## config.mk

```make
export PLATFORM = sky130hd
export DESIGN_NAME = temp_lut_ctrl
export DESIGN_NICKNAME = d
export VERILOG_FILES = /design/src/rtl/temp_lut_pkg.sv /design/src/rtl/temp_idx_tracker.sv /design/src/rtl/setting_table.sv /design/src/rtl/temp_lut_ctrl.sv
export SDC_FILE = /design/constraint.sdc
export NUM_CORES = 2
export LEC_CHECK = 0
export ABC_AREA = 1
export BUFFER_PORTS_ARGS = -buffer_cell sky130_fd_sc_hd__clkbuf_2
export CAP_MARGIN = 10
export CORE_ASPECT_RATIO = 1.2
export CORE_MARGIN = 3
export CORE_UTILIZATION = 28
export CTS_CLUSTER_SIZE = 20
export DETAILED_ROUTE_END_ITERATION = 16
export MAX_ROUTING_LAYER = met4
export PLACE_DENSITY = 0.39
export SETUP_SLACK_MARGIN = 0.02
export SYNTH_ARGS = -nofsm -noshare
export SYNTH_HDL_FRONTEND = slang
export SYNTH_SLANG_ARGS = --single-unit
```

## constraint.sdc

```tcl
create_clock -name clk_i -period 3.6 [get_ports clk_i]
set_clock_uncertainty 0.2 [all_clocks]
set_input_delay 0.36 -clock clk_i [delete_from_list [all_inputs] [get_ports clk_i]]
set_output_delay 0.36 -clock clk_i [all_outputs]
set_load 0.005 [all_outputs]
```

## src/rtl/temp_lut_pkg.sv

```systemverilog
package temp_lut_pkg;
  localparam int TEMP_W    = 16;
  localparam int IDX_W     = 8;
  localparam int POS_W     = 8;
  localparam int N_ENTRY   = 72;
  localparam int STEP_W    = $clog2(N_ENTRY);
  localparam int CALC_W    = TEMP_W + 2;
  localparam int FRAC_BITS = 8;
  localparam int STEP_SH   = FRAC_BITS + 1;           // 2 degC per step
  localparam int LOW_DEG   = 40;                      // lowest edge at -40 degC
  localparam int HYST_OFS  = (1 << FRAC_BITS) - 1;    // just under 1 degC
  localparam logic [IDX_W-1:0] IDX_BASE = 8'h80;
  localparam logic [IDX_W-1:0] IDX_LAST = IDX_BASE + IDX_W'(N_ENTRY - 1);
  localparam logic signed [CALC_W-1:0] LOW_OFS = CALC_W'(LOW_DEG << FRAC_BITS);

  function automatic logic [STEP_W-1:0] step_of(input logic signed [CALC_W-1:0] d);
    logic signed [CALC_W-1:0] q;
    q = d >>> STEP_SH;
    if (d < 0)
      return '0;
    else if (q > CALC_W'(N_ENTRY - 1))
      return STEP_W'(N_ENTRY - 1);
    else
      return q[STEP_W-1:0];
  endfunction
endpackage

```

## src/rtl/temp_idx_tracker.sv

```systemverilog
module temp_idx_tracker
  import temp_lut_pkg::*;
(
  input  logic              clk_i,
  input  logic              rst_ni,
  input  logic [TEMP_W-1:0] temp_i,
  input  logic              temp_vld_i,
  input  logic              auto_idx_i,
  input  logic [IDX_W-1:0]  man_idx_i,
  output logic [STEP_W-1:0] step_o
);
  logic signed [CALC_W-1:0] d_up;
  logic signed [CALC_W-1:0] d_dn;
  logic [STEP_W-1:0] up_step;
  logic [STEP_W-1:0] dn_step;
  logic [STEP_W-1:0] man_step;
  logic [IDX_W-1:0]  man_ofs;
  logic [STEP_W-1:0] step_d;
  logic [STEP_W-1:0] step_q;

  // distance above the lowest edge, in 1/256 degC
  always_comb begin
    d_up    = $signed({{(CALC_W-TEMP_W){temp_i[TEMP_W-1]}}, temp_i}) + LOW_OFS;
    d_dn    = d_up + CALC_W'(HYST_OFS);
    up_step = step_of(d_up);
    dn_step = step_of(d_dn);
  end

  always_comb begin
    man_ofs = man_idx_i - IDX_BASE;
    if (man_idx_i < IDX_BASE)
      man_step = '0;
    else if (man_idx_i > IDX_LAST)
      man_step = STEP_W'(N_ENTRY - 1);
    else
      man_step = man_ofs[STEP_W-1:0];
  end

  always_comb begin
    step_d = step_q;
    if (!auto_idx_i) begin
      step_d = man_step;
    end else if (temp_vld_i) begin
      if (up_step > step_q)
        step_d = up_step;
      else if (dn_step < step_q)
        step_d = dn_step;
    end
  end

  always_ff @(posedge clk_i or negedge rst_ni) begin
    if (!rst_ni)
      step_q <= '0;
    else
      step_q <= step_d;
  end

  assign step_o = step_q;
endmodule

```

## src/rtl/setting_table.sv

```systemverilog
module setting_table
  import temp_lut_pkg::*;
#(
  parameter logic [POS_W-1:0] RST_VAL = 8'hFF
) (
  input  logic              clk_i,
  input  logic              rst_ni,
  input  logic              we_i,
  input  logic [STEP_W-1:0] waddr_i,
  input  logic [POS_W-1:0]  wdata_i,
  input  logic [STEP_W-1:0] raddr_i,
  input  logic              use_tbl_i,
  input  logic [POS_W-1:0]  man_pos_i,
  output logic [POS_W-1:0]  pos_o
);
  logic [POS_W-1:0] mem_q [N_ENTRY];
  logic [POS_W-1:0] mem_d [N_ENTRY];
  logic [POS_W-1:0] pos_d;
  logic [POS_W-1:0] pos_q;

  always_comb begin
    for (int i = 0; i < N_ENTRY; i++) begin
      mem_d[i] = mem_q[i];
      if (we_i && (waddr_i == STEP_W'(i)))
        mem_d[i] = wdata_i;
    end
  end

  always_comb begin
    pos_d = use_tbl_i ? mem_q[raddr_i] : man_pos_i;
  end

  always_ff @(posedge clk_i or negedge rst_ni) begin
    if (!rst_ni) begin
      for (int i = 0; i < N_ENTRY; i++)
        mem_q[i] <= RST_VAL;
      pos_q <= RST_VAL;
    end else begin
      for (int i = 0; i < N_ENTRY; i++)
        mem_q[i] <= mem_d[i];
      pos_q <= pos_d;
    end
  end

  assign pos_o = pos_q;
endmodule

```

## src/rtl/temp_lut_ctrl.sv

```systemverilog
module temp_lut_ctrl
  import temp_lut_pkg::*;
#(
  parameter logic [POS_W-1:0] TBL_RST = 8'hFF
) (
  input  logic              clk_i,
  input  logic              rst_ni,
  input  logic [TEMP_W-1:0] temp_i,
  input  logic              temp_vld_i,
  input  logic              auto_idx_i,
  input  logic [IDX_W-1:0]  man_idx_i,
  input  logic              tcomp_en_i,
  input  logic [POS_W-1:0]  man_pos0_i,
  input  logic [POS_W-1:0]  man_pos1_i,
  input  logic              tbl_we_i,
  input  logic              tbl_sel_i,
  input  logic [IDX_W-1:0]  tbl_addr_i,
  input  logic [POS_W-1:0]  tbl_data_i,
  input  logic              hiz_pin_i,
  input  logic              hiz_ctl_i,
  output logic [IDX_W-1:0]  idx_o,
  output logic [POS_W-1:0]  pos0_o,
  output logic [POS_W-1:0]  pos1_o,
  output logic              hiz_en_o,
  output logic              hiz_sta_o
);
  localparam int N_RES = 2;

  logic [STEP_W-1:0] step;
  logic [IDX_W-1:0]  wofs;
  logic              waddr_ok;
  logic [POS_W-1:0]  man_pos [N_RES];
  logic [POS_W-1:0]  pos     [N_RES];
  logic              hiz_d;
  logic              hiz_q;

  temp_idx_tracker u_idx (
    .clk_i      (clk_i),
    .rst_ni     (rst_ni),
    .temp_i     (temp_i),
    .temp_vld_i (temp_vld_i),
    .auto_idx_i (auto_idx_i),
    .man_idx_i  (man_idx_i),
    .step_o     (step)
  );

  assign idx_o    = IDX_BASE + IDX_W'(step);
  assign wofs     = tbl_addr_i - IDX_BASE;
  assign waddr_ok = (tbl_addr_i >= IDX_BASE) && (tbl_addr_i <= IDX_LAST);
  assign man_pos[0] = man_pos0_i;
  assign man_pos[1] = man_pos1_i;

  for (genvar r = 0; r < N_RES; r++) begin : g_res
    setting_table #(.RST_VAL(TBL_RST)) u_tbl (
      .clk_i     (clk_i),
      .rst_ni    (rst_ni),
      .we_i      (tbl_we_i && waddr_ok && (tbl_sel_i == 1'(r))),
      .waddr_i   (wofs[STEP_W-1:0]),
      .wdata_i   (tbl_data_i),
      .raddr_i   (step),
      .use_tbl_i (tcomp_en_i),
      .man_pos_i (man_pos[r]),
      .pos_o     (pos[r])
    );
  end

  assign pos0_o = pos[0];
  assign pos1_o = pos[1];

  always_comb begin
    hiz_d = hiz_pin_i | hiz_ctl_i;
  end

  always_ff @(posedge clk_i or negedge rst_ni) begin
    if (!rst_ni)
      hiz_q <= 1'b0;
    else
      hiz_q <= hiz_d;
  end

  assign hiz_en_o  = hiz_d;
  assign hiz_sta_o = hiz_q;
endmodule

```

==> run metrics <==
Final Cycle Share=0.933; Starting DRT DRC Count=3386; Hold Crit Class=in -> reg; Setup Fix Bufs, Post-CTS=0; routability cong.=between 0.8 and 0.9; yosys warns=0; share of cells above drive strength 1=0.271; CP required=a little over 4 ns; global route overflow=0; wirelength, routed=221000 um; ys flop type=dfstp_2; hold path start=tbl_data_i[1]; max-capacitance violation count=0; final antenna-violating net count=0; Max Slew Vio Count=0; clock latency on the worst-skew pair=0.81 ns; core area=199000 um^2; first-pass GRT wire length=327000 um; CTS sink count=about 1200; TritonCTS buffer count=~140; clk buf depth=3; largest net degree at the start of global routing=129; PD cells=~690 nW/um^2; Fillers=about 21000; syn avg cell area=8.38 um^2; cells on worst reg2reg path=14; status=complete, no violations; leakage power=27.5 nW; via count=46375; die height=498 um; Post-Layout Inst Area=65900 um^2; worst r2r src=u_idx.step_o[5]$_DFFE_PN0P_; Slew @ Worst Pin=1.23 ns; Final HPWL DP=137000 um; Place WS=0.128 ns; Setup Crit Path Kind=reg -> reg; I/O pins=91; hold depth=4; post-synth cell types=41; Syn Std Cell Area=56400 um^2; root buf cell=clkbuf_16; Async S/R FF share, synth=1.00; vias per cell=4.89; synthesis-to-finish area growth=16.8%; #FFs+latches synth=1176; Final Hold Vio Count=0; number of port buffers=~90; # rows=approximately 180; area post-placement=between 60000 and 70000 um^2; initial antenna violation count=7; Worst Path Arrival=roughly 3.8 ns; RSZ-0062 raised after global routing=no; Fmax=298 MHz; Die Wd=around 420 um; H-tree levels=4; Setup violations, final=0; clk slew on worst S/H paths=roughly 0.06 ns; post-layout min period=3.36 ns; Worst Hold End=g_res[0].u_tbl.mem_q[385]$_DFFE_PN1P_; r2r setup slk=approximately 0.24 ns; Peak VDD IR=~0.54 mV; Total GRT Usage=0.218; final worst setup slack=0.242 ns; worst r2r dst=u_idx.step_o[4]$_DFFE_PN0P_; crit end category=register; DR DRC count=0; # nets final=6823; Post-synth EDFFs=0; Routed WL per cell=about 23 um; Fin Setup TNS=0 ns; Setup crit start kind=register; total die area=~210000 um^2; Slew HR=0.182; vias in the first global route=45695; Post-Syn Nets=6819; post-synthesis sequential area ratio=0.547; CTS tree=yes; starting density of the core=0.283; CP Max Fanout=8; Post-Syn Instances=6738; router iterations before antenna repair=6
[synthesized netlist by cell type (all sizes together), types with 3 or more instances]
master / n / area [um^2]
clkbuf: 297 / 1120
nor3: 3 / 30.0
nor2: 803 / 3350
buf: 236 / 1210
dfrtp: 8 / 200
a31oi: 18 / 113
a21oi: 952 / 4760
o211ai: 104 / 781
inv: 504 / 1890
dfstp: 1168 / 30700
nand3: 382 / 1940
o21ai: 1278 / 6400
ha: 16 / 200
o22ai: 14 / 87.6
nand2: 930 / 3510
clkinv: 9 / 33.8
or2: 4 / 25.0
[timing repair]
item | CTS | global route
endpoints found under the hold margin | 399 | 0
setup endpoints to repair | 0 | 7
gates resized for setup | 0 | 3
hold buffers | 56 | 0
[area by class of cell]
type                    count  area, um^2  share of cell area
repair buffers            391        3630              0.0551
flip-flops and latches   1176       30900               0.469
inverters                 513        1980              0.0301
well taps                2624        3280              0.0498
diodes                      4        10.0            0.000152
clock buffers             218        4320              0.0655
multi-input cells        4516       21300               0.323
clock inverters            37         485             0.00737
[metal layers]
metal / vias up / routed length, um / global-route usage
met5: - / 0 / -
met4: 0 / 5500 / 0.0604
met3: 264 / 7310 / 0.0209
met2: 897 / 110000 / 0.367
met1: 22837 / 98400 / 0.279
li1: 22377 / - / -
[per-stage QoR]
step | util | hold slack [ns] | total power (W) | std cells
detailed placement | 0.304 | 0.273 | 0.0310 | 9163
floorplan | - | -0.136 | 0.0235 | 6738
global placement | 0.304 | 0.268 | 0.0311 | 9163
finish | 0.331 | 0.0695 | 0.0457 | 9479
CTS | 0.331 | 0.0161 | 0.0465 | 9474
global route | 0.331 | 0.0612 | 0.0482 | 9477
[power breakdown]
group	internal (W)	switching (W)	total [W]
registers	0.0141	0.000298	0.0144
clock network	0.00886	0.00615	0.0150
logic	0.00473	0.0115	0.0163
[state kept, by name, summed over array words and instances (netlist names)]
name,count
g_res.u_tbl.mem_q,1152
hiz_sta_o,1
g_res.u_tbl.pos_o,16
u_idx.step_o,7
[worst max-delay path by stage]
stage,from,end,slack [ns],cells past startpoint
after floorplan,u_idx.step_o[2]$_DFFE_PN0P_,u_idx.step_o[5]$_DFFE_PN0P_,0.47,17
after global placement,temp_i[11],u_idx.step_o[4]$_DFFE_PN0P_,0.16,22
after detailed placement,temp_i[11],u_idx.step_o[4]$_DFFE_PN0P_,0.13,22
after CTS,u_idx.step_o[2]$_DFFE_PN0P_,u_idx.step_o[3]$_DFFE_PN0P_,0.14,15
after global routing,u_idx.step_o[2]$_DFFE_PN0P_,u_idx.step_o[3]$_DFFE_PN0P_,0.07,15
final,u_idx.step_o[5]$_DFFE_PN0P_,u_idx.step_o[4]$_DFFE_PN0P_,0.24,14
[cells in the final DEF, fill, tap and decap left out, types with 4 or more instances in the layout]
cell type,Yosys,routed
diode_2,0,4
nand3_1,378,378
buf_4,15,194
buf_12,0,60
o211ai_1,104,104
nor2_4,22,22
nor2_1,713,713
nor2_2,68,68
nand2_2,6,6
dlygate4sd3_1,0,56
o21ai_1,100,100
clkbuf_2,0,80
inv_6,0,7
bufinv_16,0,8
nand2_1,923,922
clkinv_2,0,16
dfstp_2,1168,1168
clkbuf_1,296,34
inv_4,0,9
inv_16,0,4
inv_1,494,493
o21ai_0,1177,1177
ha_1,16,16
a31oi_1,18,18
dfrtp_1,8,4
o22ai_1,14,14
inv_2,10,5
clkbuf_8,0,37
a21oi_1,952,952
clkbuf_16,0,147
[cell families (layout without fill, tap and decap cells)]
kind of cell,count (synthesis),in the layout,synth area share
other,1,5,0.0000664
AND/OR/NAND/NOR,2127,2127,0.158
AO/OA/AOI/OAI,2371,2371,0.216
XOR/XNOR,1,1,0.000155
flip-flops,1176,1176,0.547
adder cells (fa/ha/maj),16,16,0.00355
buffers and inverters,1046,1159,0.0754
[critical path, stage by stage, from the launching register on]
cell,delay [ns]
dfrtp_1,0.84
inv_1,0.20
ha_1,0.33
nand2_1,0.06
nor2_1,0.12
nand3_1,0.09
o211ai_1,0.09
nand2_1,0.09
inv_1,0.19
nor2_1,0.08
a21oi_1,0.16
o21ai_1,0.07
dlygate4sd3_1,0.56
nand3_1,0.09
nand2_1,0.06
(Power assumes the default switching activity.)
